`src/rtl/slotarb_pkg.sv`:
```
package slotarb_pkg;
  localparam int DEF_CLIENTS    = 15;
  localparam int DEF_SLOTS      = 64;
  localparam int DEF_BURST_W    = 4;
  localparam int DEF_BURST_INIT = 3;
endpackage

```
`src/rtl/slotarb_table.sv`:
```
module slotarb_table #(
  parameter int SLOTS  = 64,
  parameter int ADDR_W = $clog2(SLOTS),
  parameter int CID_W  = 4
) (
  input  logic              clk,
  input  logic              rst,
  input  logic              we,
  input  logic [ADDR_W-1:0] waddr,
  input  logic [CID_W-1:0]  wdata,
  input  logic [ADDR_W-1:0] raddr_next,
  output logic [CID_W-1:0]  rd_entry,
  output logic              rd_valid
);
  logic [CID_W-1:0] mem [SLOTS];
  logic [SLOTS-1:0] written_q;
  logic [CID_W-1:0] rd_q;
  logic             vld_q;
  logic             same_addr;

  assign same_addr = we && (waddr == raddr_next);

  // data array: no reset so it maps onto RAM
  always_ff @(posedge clk) begin
    if (we) mem[waddr] <= wdata;
    rd_q <= same_addr ? wdata : mem[raddr_next];
  end

  always_ff @(posedge clk) begin
    if (rst) begin
      written_q <= '0;
      vld_q     <= 1'b0;
    end else begin
      if (we) written_q[waddr] <= 1'b1;
      vld_q <= written_q[raddr_next] | same_addr;
    end
  end

  assign rd_entry = rd_q;
  assign rd_valid = vld_q;
endmodule

```
`src/rtl/slotarb_lowest.sv`:
```
module slotarb_lowest #(
  parameter int N    = 15,
  parameter int ID_W = 4
) (
  input  logic [N-1:0]    req,
  output logic            any,
  output logic [ID_W-1:0] idx
);
  always_comb begin
    any = |req;
    idx = '0;
    for (int i = N - 1; i >= 0; i--) begin
      if (req[i]) idx = ID_W'(i);
    end
  end
endmodule

```
`src/rtl/slotarb_limits.sv`:
```
module slotarb_limits #(
  parameter int N    = 15,
  parameter int ID_W = 4,
  parameter int BW   = 4,
  parameter int INIT = 3
) (
  input  logic            clk,
  input  logic            rst,
  input  logic            we,
  input  logic [ID_W-1:0] widx,
  input  logic [BW-1:0]   wval,
  input  logic [ID_W-1:0] rd_idx,
  output logic [BW-1:0]   rd_lim
);
  logic [BW-1:0] lim_q [N];

  for (genvar g = 0; g < N; g++) begin : g_lim
    always_ff @(posedge clk) begin
      if (rst)                             lim_q[g] <= BW'(INIT);
      else if (we && widx == ID_W'(g))     lim_q[g] <= wval;
    end
  end

  always_comb begin
    rd_lim = '0;
    for (int i = 0; i < N; i++) begin
      if (rd_idx == ID_W'(i)) rd_lim = lim_q[i];
    end
  end
endmodule

```
`src/rtl/slot_arbiter.sv`:
```
module slot_arbiter
  import slotarb_pkg::*;
#(
  parameter int CLIENTS    = DEF_CLIENTS,
  parameter int SLOTS      = DEF_SLOTS,
  parameter int BURST_W    = DEF_BURST_W,
  parameter int BURST_INIT = DEF_BURST_INIT,
  parameter int CID_W      = $clog2(CLIENTS + 1),
  parameter int SLOT_W     = $clog2(SLOTS)
) (
  input  logic               clk,
  input  logic               rst,
  input  logic [CLIENTS-1:0] req,
  input  logic               beat_valid,
  input  logic               beat_last,
  input  logic               slot_we,
  input  logic [SLOT_W-1:0]  slot_addr,
  input  logic [CID_W-1:0]   slot_client,
  input  logic               blen_we,
  input  logic [CID_W-1:0]   blen_client,
  input  logic [BURST_W-1:0] blen_value,
  output logic [CLIENTS-1:0] gnt,
  output logic               gnt_owned,
  output logic [SLOT_W-1:0]  slot_ptr
);
  localparam int REQ_EXT = 1 << CID_W;

  logic                busy_q;
  logic [CID_W-1:0]    gid_q;
  logic [BURST_W-1:0]  cnt_q;
  logic [CLIENTS-1:0]  gnt_q;
  logic                owned_q;
  logic [SLOT_W-1:0]   ptr_q;

  logic [CID_W-1:0]    entry;
  logic                entry_vld;
  logic                any_req;
  logic [CID_W-1:0]    low_idx;
  logic [BURST_W-1:0]  cur_lim;
  logic [REQ_EXT-1:0]  req_ext;
  logic                hit;
  logic [CID_W-1:0]    win;
  logic                release_now;
  logic [SLOT_W-1:0]   ptr_inc;
  logic [SLOT_W-1:0]   ptr_d;
  logic [SLOT_W-1:0]   raddr_next;

  slotarb_table #(.SLOTS(SLOTS), .ADDR_W(SLOT_W), .CID_W(CID_W)) u_table (
    .clk(clk), .rst(rst), .we(slot_we), .waddr(slot_addr), .wdata(slot_client),
    .raddr_next(raddr_next), .rd_entry(entry), .rd_valid(entry_vld)
  );

  slotarb_lowest #(.N(CLIENTS), .ID_W(CID_W)) u_lowest (
    .req(req), .any(any_req), .idx(low_idx)
  );

  slotarb_limits #(.N(CLIENTS), .ID_W(CID_W), .BW(BURST_W), .INIT(BURST_INIT)) u_limits (
    .clk(clk), .rst(rst), .we(blen_we), .widx(blen_client), .wval(blen_value),
    .rd_idx(gid_q), .rd_lim(cur_lim)
  );

  assign req_ext = REQ_EXT'(req);
  // codes at or above CLIENTS have no request line and never hit
  assign hit = entry_vld && (entry < CID_W'(CLIENTS)) && req_ext[entry];
  assign win = hit ? entry : low_idx;

  assign release_now = busy_q && beat_valid && (beat_last || (cnt_q >= cur_lim));
  assign ptr_inc     = (ptr_q == SLOT_W'(SLOTS - 1)) ? '0 : ptr_q + SLOT_W'(1);
  assign ptr_d       = release_now ? ptr_inc : ptr_q;
  assign raddr_next  = rst ? '0 : ptr_d;

  always_ff @(posedge clk) begin
    if (rst) begin
      busy_q  <= 1'b0;
      gid_q   <= '0;
      cnt_q   <= '0;
      gnt_q   <= '0;
      owned_q <= 1'b0;
      ptr_q   <= '0;
    end else if (busy_q) begin
      if (beat_valid) begin
        if (release_now) begin
          busy_q  <= 1'b0;
          gnt_q   <= '0;
          owned_q <= 1'b0;
          cnt_q   <= '0;
          ptr_q   <= ptr_d;
        end else begin
          cnt_q <= cnt_q + BURST_W'(1);
        end
      end
    end else if (any_req) begin
      busy_q  <= 1'b1;
      gid_q   <= win;
      gnt_q   <= CLIENTS'(1) << win;
      owned_q <= hit;
      cnt_q   <= '0;
    end
  end

  assign gnt       = gnt_q;
  assign gnt_owned = owned_q;
  assign slot_ptr  = ptr_q;
endmodule

```
`config.mk`:
```
export PLATFORM = sky130hd
export DESIGN_NAME = slot_arbiter
export DESIGN_NICKNAME = d
export VERILOG_FILES = /design/src/rtl/slotarb_pkg.sv /design/src/rtl/slotarb_table.sv /design/src/rtl/slotarb_lowest.sv /design/src/rtl/slotarb_limits.sv /design/src/rtl/slot_arbiter.sv
export SDC_FILE = /design/constraint.sdc
export NUM_CORES = 1
export LEC_CHECK = 0
export BUFFER_PORTS_ARGS = -buffer_cell sky130_fd_sc_hd__buf_2
export CAP_MARGIN = 20
export CORE_MARGIN = 1
export CORE_UTILIZATION = 50
export CTS_CLUSTER_SIZE = 40
export DETAILED_ROUTE_END_ITERATION = 8
export MAX_ROUTING_LAYER = met4
export PLACE_DENSITY = 0.66
export SETUP_SLACK_MARGIN = 0.3
export SLEW_MARGIN = 10
export SYNTH_ARGS = -nofsm -noshare
export SYNTH_HDL_FRONTEND = slang
export SYNTH_SLANG_ARGS = --single-unit
```
`constraint.sdc`:
```
create_clock -name clk -period 9.7 [get_ports clk]
set_input_delay 0.97 -clock clk [delete_from_list [all_inputs] [get_ports clk]]
set_output_delay 0.97 -clock clk [all_outputs]
set_load 0.02 [all_outputs]
```
After elaboration in Yosys (flattened, before gate mapping) --
Memory sizes are Yosys's and may differ from the RTL's. A register that Yosys moved wholly into a read port is not among the register bits. Index checks and enable logic that the tools add are counted.
Word-level totals: register bits after elaboration 96, RAM bits 316, input port bits 39, output and inout port bits 22, logic and storage cells 219, memories kept 2
Memories:
- u_table.mem | words 64, bits a word 4, rd ports 1, clocked after memory_dff 1, wr ports 1, line slotarb_table.sv:15 | logic [CID_W-1:0] mem [SLOTS];
- u_limits.lim_q | words 15, bits a word 4, rd ports 15, clocked after memory_dff 0, wr ports 15, line slotarb_limits.sv:15 | logic [BW-1:0] lim_q [N];
Cells by class: add/subtract/negate cells 2, magnitude comparators 6, eq/ne operators 32, shift operators 1, mux-type cells 120, bitwise logic cells 18, reduce and logical (&&, ||, !) cells 30
Operators with widths (count):
- 2-to-1 mux 4 bit | 50
- bitwise OR 64 bit | 1
- 2-to-1 mux 1 bit | 60
- 2-to-1 mux 15 bit | 4
- equality test 4 bit (second input constant) | 14
- equality test 4 x 3 -> 1 bit (second input constant) | 8
- logical AND 1 bit | 21
- 2-to-1 mux 6 bit | 3
- equality test 4 x 2 -> 1 bit (second input constant) | 4
- bitwise OR 1 bit | 16
- OR reduction 15 bit | 1
- left shift 1 x 4 -> 15 bit (first input constant) | 1
- less-than comparator 6 x 7 -> 1 bit (second input constant) | 2
- equality test 4 x 1 -> 1 bit (second input constant) | 2
- logical NOT 4 bit | 2
- adder 6 x 1 -> 6 bit (second input constant) | 1
- binary-select mux 1 bit (select 6 bit) | 1
- demux 1 bit (select 6 bit) | 1
- equality test 6 bit | 1
- equality test 6 bit (second input constant) | 1
- >= comparator 6 x 1 -> 1 bit (second input constant) | 1
- AND reduction 3 bit | 2
- less-than comparator 4 x 5 -> 1 bit (second input constant) | 1
- adder 4 x 1 -> 4 bit (second input constant) | 1
- 9 further kinds | 10

Logic depth before layout (Yosys ltp) --
depth in word-level cells 24, gate-level depth with buffers 23, gate-level depth less buffers 19

By module --
From an unflattened synthesis, not the netlist that was laid out.
Second synthesis, totals: cell total of the unflattened synthesis 1247, area total of the unflattened synthesis 17810.8 µm²
Modules (own cells, without submodules):
- slotarb_table | times used 1, cells each 722, area an instance 12669.7 µm², sequential area each 9108.7 µm²
- slotarb_limits | times used 1, cells each 286, area an instance 3178.0 µm², sequential area each 1801.7 µm²
- slot_arbiter | times used 1, cells each 212, area an instance 1804.2 µm², sequential area each 620.6 µm²
- slotarb_lowest | times used 1, cells each 27, area an instance 158.9 µm², sequential area each 0.0 µm²

Worst setup path after synthesis --
No wires, ideal clock.
path type register to register, start reg gid_q[0], end reg u_table.vld_q (netlist: u_table.rd_valid), library setup time 0.139 ns, arrival time 4.684 ns, data required time 9.561 ns, slack 4.877 ns, cell stages (with the launch flop) 23, buffers on the path 3, clock period less this slack 4.823 ns, path through dfxtp_1 clkbuf_1 mux4_2 nand2b_1 a21oi_1 a221oi_1 nand2_1 o31ai_1 a221oi_1 ha_1 nor2b_1 o21ai_1 and3_1 clkbuf_1 mux2i_1 or2_2 inv_2 buf_2 mux2_2 o211ai_1 o21ai_0 a31oi_1 a221oi_1
Between the ends: cells in the longest elaborated chain, start to end 24, elaborated cells on any way between the ends 40, classes of those cells 1 x order compare; 15 x eq/ne; 19 x mux; 1 x bitwise; 4 x reduce/logical
RTL lines:
- start, declared | line slot_arbiter.sv:29 | logic [CID_W-1:0] gid_q;
- start signal, assigned | line slot_arbiter.sv:94 | gid_q <= win;
- logical NOT 4 bit | line slotarb_limits.sv:27 | if (rd_idx == ID_W'(i)) rd_lim = lim_q[i];
- 2-to-1 mux 4 bit (14 in a row) | line slotarb_limits.sv:27
- 2-to-1 mux 4 bit (*) | line slotarb_limits.sv:27
- >= comparator 4 bit (*) | line slot_arbiter.sv:67 | assign release_now = busy_q && beat_valid && (beat_last || (cnt_q >= cur_lim));
- logical OR 1 bit (*) | line slot_arbiter.sv:67
- logical AND 1 bit (*) | line slot_arbiter.sv:67
- 2-to-1 mux 6 bit (*) | line slot_arbiter.sv:69 | assign ptr_d = release_now ? ptr_inc : ptr_q;
- 2-to-1 mux 6 bit (*) | line slot_arbiter.sv:70 | assign raddr_next = rst ? '0 : ptr_d;
- named net raddr_next[0] | line slot_arbiter.sv:46 | logic [SLOT_W-1:0] raddr_next;
- binary-select mux 1 bit (select 6 bit) or equality test 6 bit (tied branches) | line slotarb_table.sv:35, slotarb_table.sv:21
- 2-to-1 mux 1 bit (implied by the code) or logical AND 1 bit (tied branches) | line slotarb_table.sv:35, slotarb_table.sv:21
- bitwise OR 1 bit (*) | line slotarb_table.sv:35 | vld_q <= written_q[raddr_next] | same_addr;
- end signal, assigned | line slotarb_table.sv:35
- end, declared | line slotarb_table.sv:18 | logic vld_q;
The timed path passes the listed nets; every way through them passes the cells marked *. The select of a mux whose other input is x is not followed. A chain may end at the register's enable or synchronous reset.

Worst setup path after layout --
start reg gid_q[0], end reg u_table.vld_q (netlist: u_table.rd_valid)
Between the ends: cells in the longest elaborated chain, start to end 24, elaborated cells on any way between the ends 40, classes of those cells 1 x order compare; 15 x eq/ne; 19 x mux; 1 x bitwise; 4 x reduce/logical
RTL lines (line):
- logical NOT 4 bit | slotarb_limits.sv:27
- 2-to-1 mux 4 bit (14 in a row) | slotarb_limits.sv:27
- 2-to-1 mux 4 bit (*) | slotarb_limits.sv:27
- >= comparator 4 bit (*) | slot_arbiter.sv:67
- logical OR 1 bit (*) | slot_arbiter.sv:67
- logical AND 1 bit (*) | slot_arbiter.sv:67
- 2-to-1 mux 6 bit (*) | slot_arbiter.sv:69
- 2-to-1 mux 6 bit (*) | slot_arbiter.sv:70
- binary-select mux 1 bit (select 6 bit) or equality test 6 bit (tied branches) | slotarb_table.sv:35, slotarb_table.sv:21
- 2-to-1 mux 1 bit (implied by the code) or logical AND 1 bit (tied branches) | slotarb_table.sv:35, slotarb_table.sv:21
- bitwise OR 1 bit (*) | slotarb_table.sv:35
Every way passes the cells marked *; elsewhere a longest branch is shown, timed or not. The select of a mux whose other input is x is not followed.

==> metrics.log <==
[metrics] I/O pins: 61
[metrics] effective utilization at floorplan: 50.8%
[metrics] Pins Over Slew Limit: 0
[metrics] CP Launch Type: flop
[metrics] Worst Hold Launch: gnt[5]$_SDFFE_PP0P_
[metrics] core region area: 35500 um2
[metrics] Port Buffers: 60
[metrics] class of the worst hold path: flop to flop
[metrics] number of global-route vias before repair: 11100
[metrics] final critical-path share of the clock period: 59.5%
[metrics] final total power: 3920 uW
[metrics] Worst Path Class, Setup: flop to flop
[metrics] critical path endpoint category: flop
[metrics] floorplan die area: 36800 um2
[metrics] critical path buffer and inverter count: 3
[metrics] Fmax achieved: 173 MHz
[metrics] maximum single-stage delay on the critical path: 0.69 ns
[metrics] Hold-fix buffers, CTS: 0
[metrics] TritonCTS Buffers: 43
[metrics] netlist area before placement: 18000 um2
[metrics] vias after detailed routing: 11700
[metrics] clock latency at the later pin of the worst-skew pair: 0.55 ns
[metrics] Slowest-stage cell, CP: sky130_fd_sc_hd__dfxtp_1
[metrics] global-route wire length before repair: 68200 um
[metrics] Avg Cell Area, Syn: 12.9 um2
[metrics] die height: 192 um
[metrics] Placed Cells: 1845
[metrics] outcome: finished, final reports clean
[metrics] delay-heaviest family, CP: compound AO/OA/AOI/OAI gates
[metrics] clock-pin slew on the worst setup and hold paths: 0.06 ns
[metrics] antenna violations before repair: 0
[metrics] post-CTS resize count: 0
[metrics] post-CTS setup buffer count: 0
[metrics] Final Non-Filler Cells: 1929
[metrics] number of cells traversed by the worst hold path: 2
[metrics] pwr dens: 194 nW/um2
[metrics] share of the yosys chip area belonging to registers: 64.0%
[metrics] Die X-Extent: 192 um
[metrics] Hold Vio Cnt, Final: 0
[metrics] last weighted congestion value of the routability-driven placer: 0.935
[metrics] CTS Sinks: 418
[metrics] Sum Neg Setup Slack: 0 ns
[metrics] Cell variety after synth: 70
[metrics] nets: 1479
[metrics] number of standard cells after synthesis: 1393
[metrics] vias per inst: 6.05
[metrics] area occupied by multi-input gates: 6070 um2
[metrics] Clock Root Buffer: sky130_fd_sc_hd__clkbuf_16
[metrics] Most Frequent Cell on Critical Path: sky130_fd_sc_hd__a221oi_1
[metrics] largest net degree at the start of global routing: 72
[metrics] H-tree depth: 2
[metrics] combined flip-flop and latch cell area: 11500 um2
[metrics] antenna diode count: 0
[metrics] remaining antenna violation count after routing: 0
[metrics] max-capacitance violation count: 0
[metrics] number of search-and-repair iterations in the first detailed-routing pass: 6
[metrics] slack of the worst reg-to-reg path: 3.93 ns
[metrics] DPL Wire Length: 30400 um
[metrics] fraction of layout cells with a size suffix above 1: 16.3%
[metrics] data arrival time at the worst-slack endpoint: 6.17 ns
[metrics] unrepaired setup endpoints after global routing: false
[metrics] maximum root-to-sink buffer count: 3
[metrics] number of warnings reported in the yosys synthesis log: 0
[metrics] remaining design rule violation count: 0
[metrics] post-synthesis net count: 1438
[metrics] Layout Utilization: 57.0%
[metrics] FF-to-FF Start: gid_q[0]$_SDFFE_PP0P_
[metrics] Worst Max-Slew Pin Slew: 0.769 ns
[metrics] required arrival time at the worst endpoint: 10.10 ns
[metrics] worst hold margin: 0.467 ns
[metrics] worst r2r dst: u_table.rd_valid$_SDFF_PP0_
[metrics] number of synthesized flops with an enable pin: 316
[metrics] Worst R2R Path Depth: 21
[metrics] Congestion Overflow GR: 0
[metrics] list of cells traversed by the critical path: buf_4 > mux4_2 > nand2b_1 > a21oi_1 > a221oi_1 > a21oi_1 > nor2_1 > a221oi_1 > ha_1 > nor2b_1 > o21ai_1 > and3_1 > mux2i_2 > buf_4 > or2_2 > inv_2 > mux2_2 > o21a_1 > a221o_1 > o41ai_1 > a221oi_1
[metrics] clock skew after layout: 0.0144 ns
[metrics] Post-Route WL: 45300 um
[metrics] count of routing violations after the opening detailed-route iteration: 1430
[metrics] post-synthesis async set-or-reset flop share: 0%
[metrics] Relative slew margins: 48.4%
[metrics] GRT Total Usage: 25.8%
[metrics] Filler Cell Count: 2866
[metrics] Final Critical Period: 5.77 ns
[metrics] final-report setup violation count: 0
[metrics] Synth Register Bits: 418
[metrics] standby leakage power: 0.00672 uW
[metrics] worst-case hold path end point: gnt[5]$_SDFFE_PP0P_
[metrics] cell row count: 69
[metrics] CTS tree: done
[metrics] routed length per instance: 23.5 um
[metrics] relative area change from synthesis to final layout: 12.3%
[metrics] worst-case vdd ir drop: 0.000138 V
[metrics] largest fanout on the critical path: 19
[metrics] Main synth FF type: sky130_fd_sc_hd__edfxtp_1
==> synth_stat cells, types with 14 or more instances <==
| master | instances | area share (%) |
|---|---|---|
| sky130_fd_sc_hd__o21ai_0 | 36 | 1.0 |
| sky130_fd_sc_hd__nor2_1 | 230 | 4.8 |
| sky130_fd_sc_hd__a21oi_1 | 22 | 0.61 |
| sky130_fd_sc_hd__nand2_1 | 86 | 1.8 |
| sky130_fd_sc_hd__nor2b_1 | 22 | 0.76 |
| sky130_fd_sc_hd__inv_1 | 18 | 0.37 |
| sky130_fd_sc_hd__mux2_2 | 17 | 1.1 |
| sky130_fd_sc_hd__mux4_2 | 60 | 7.5 |
| sky130_fd_sc_hd__buf_2 | 16 | 0.44 |
| sky130_fd_sc_hd__nand3_1 | 55 | 1.5 |
| sky130_fd_sc_hd__dfxtp_1 | 102 | 11 |
| sky130_fd_sc_hd__and3_1 | 25 | 0.87 |
| sky130_fd_sc_hd__o211ai_1 | 18 | 0.75 |
| sky130_fd_sc_hd__and2_1 | 25 | 0.87 |
| sky130_fd_sc_hd__a31oi_1 | 14 | 0.49 |
| sky130_fd_sc_hd__mux2i_1 | 51 | 2.8 |
| sky130_fd_sc_hd__or3_1 | 25 | 0.87 |
| sky130_fd_sc_hd__nand2b_1 | 17 | 0.59 |
| sky130_fd_sc_hd__clkbuf_1 | 47 | 0.98 |
| sky130_fd_sc_hd__edfxtp_1 | 316 | 53 |
| sky130_fd_sc_hd__nor3_1 | 25 | 0.69 |
==> worst max-delay path by stage <==
stage	startpoint	end	cells after the start
after global routing	gid_q[0]$_SDFFE_PP0P_	u_table.rd_valid$_SDFF_PP0_	21
final	gid_q[0]$_SDFFE_PP0P_	u_table.rd_valid$_SDFF_PP0_	21
after floorplan	gid_q[0]$_SDFFE_PP0P_	u_table.rd_valid$_SDFF_PP0_	22
after detailed placement	gid_q[0]$_SDFFE_PP0P_	u_table.rd_valid$_SDFF_PP0_	21
after global placement	gid_q[0]$_SDFFE_PP0P_	u_table.rd_valid$_SDFF_PP0_	21
after CTS	gid_q[0]$_SDFFE_PP0P_	u_table.rd_valid$_SDFF_PP0_	21
==> cell families after synthesis <==
logic type	Yosys count	synth area share, %
flip-flops	418	64.0
adder cells (fa/ha/maj)	6	0.417
AO/OA/AOI/OAI	182	6.98
XOR/XNOR	9	0.437
multiplexers	128	11.4
AND/OR/NAND/NOR	550	14.4
buffers and inverters	100	2.36
==> report_power, final <==
| part | total [uW] | switching (uW) | internal [uW] |
|---|---|---|---|
| combinational | 217 | 138 | 78.3 |
| sequential | 1970 | 20.5 | 1950 |
| clock | 1730 | 679 | 1050 |
==> routing by layer <==
| layer | wire length, um | part of all wire (%) | up-vias | track usage (%) |
|---|---|---|---|---|
| li1 | - | - | 5314 | - |
| met1 | 20100 | 44 | 5845 | 37.0 |
| met2 | 21000 | 46 | 446 | 38.4 |
| met3 | 2990 | 6.6 | 73 | 3.18 |
| met4 | 1280 | 2.8 | 0 | 8.03 |
| met5 | 0 | 0 | - | - |
==> registers in the layout, summed over array words and instances (netlist names), named ones only <==
register and flops:
busy_q 1, cnt_q 4, gid_q 4, gnt 15, gnt_owned 1, slot_ptr 6
u_limits.lim_q 60, u_table.mem 256, u_table.rd_valid 1, u_table.written_q 64
==> stage by stage <==
step	cell area, um2	worst slack (ns)
5_1_grt	20200	3.51
3_5_place_dp	18600	4.00
4_1_cts	20100	3.99
2_1_floorplan	18000	4.88
6_report	20200	3.93
3_3_place_gp	18600	4.13
==> worst register-to-register path, cell delays in order, from the launching register on <==
cell and delay [ns]:
sky130_fd_sc_hd__dfxtp_1 0.69, sky130_fd_sc_hd__buf_4 0.34, sky130_fd_sc_hd__mux4_2 0.52, sky130_fd_sc_hd__nand2b_1 0.08
sky130_fd_sc_hd__a21oi_1 0.06, sky130_fd_sc_hd__a221oi_1 0.38, sky130_fd_sc_hd__a21oi_1 0.13, sky130_fd_sc_hd__nor2_1 0.10
sky130_fd_sc_hd__a221oi_1 0.06, sky130_fd_sc_hd__ha_1 0.30, sky130_fd_sc_hd__nor2b_1 0.04, sky130_fd_sc_hd__o21ai_1 0.34
sky130_fd_sc_hd__and3_1 0.38, sky130_fd_sc_hd__mux2i_2 0.10, sky130_fd_sc_hd__buf_4 0.22, sky130_fd_sc_hd__or2_2 0.41
sky130_fd_sc_hd__inv_2 0.36, sky130_fd_sc_hd__mux2_2 0.39, sky130_fd_sc_hd__o21a_1 0.16, sky130_fd_sc_hd__a221o_1 0.35
sky130_fd_sc_hd__o41ai_1 0.07, sky130_fd_sc_hd__a221oi_1 0.14
==> area by class of cell <==
class / count / area share [%]
clock buffer: 63 / 6.35
clock inverter: 16 / 1.05
inverter: 20 / 0.371
multi-input combinational: 875 / 30.0
sequential: 418 / 57.0
tap: 461 / 2.85
timing repair buffer: 76 / 2.34
==> placed cells by master, fill, tap and decap left out, types with 9 or more instances in the layout <==
| cell | instances |
|---|---|
| sky130_fd_sc_hd__inv_1 | 18 |
| sky130_fd_sc_hd__mux2i_1 | 50 |
| sky130_fd_sc_hd__nand4_1 | 9 |
| sky130_fd_sc_hd__mux4_2 | 60 |
| sky130_fd_sc_hd__o21a_1 | 10 |
| sky130_fd_sc_hd__a22oi_1 | 11 |
| sky130_fd_sc_hd__buf_4 | 13 |
| sky130_fd_sc_hd__a211oi_1 | 12 |
| sky130_fd_sc_hd__nand2_1 | 86 |
| sky130_fd_sc_hd__nor2_1 | 230 |
| sky130_fd_sc_hd__nor2b_1 | 22 |
| sky130_fd_sc_hd__o211ai_1 | 18 |
| sky130_fd_sc_hd__nor3_1 | 24 |
| sky130_fd_sc_hd__and2_1 | 25 |
| sky130_fd_sc_hd__o21ai_0 | 36 |
| sky130_fd_sc_hd__buf_2 | 59 |
| sky130_fd_sc_hd__a21oi_1 | 22 |
| sky130_fd_sc_hd__mux2_2 | 17 |
| sky130_fd_sc_hd__nand2b_1 | 17 |
| sky130_fd_sc_hd__or3_1 | 25 |
| sky130_fd_sc_hd__clkbuf_16 | 46 |
| sky130_fd_sc_hd__dfxtp_1 | 99 |
| sky130_fd_sc_hd__a31oi_1 | 14 |
| sky130_fd_sc_hd__and3_1 | 25 |
| sky130_fd_sc_hd__edfxtp_1 | 316 |
| sky130_fd_sc_hd__clkbuf_1 | 10 |
| sky130_fd_sc_hd__nand3_1 | 55 |
Note: power is estimated with default switching activity, not from simulation.
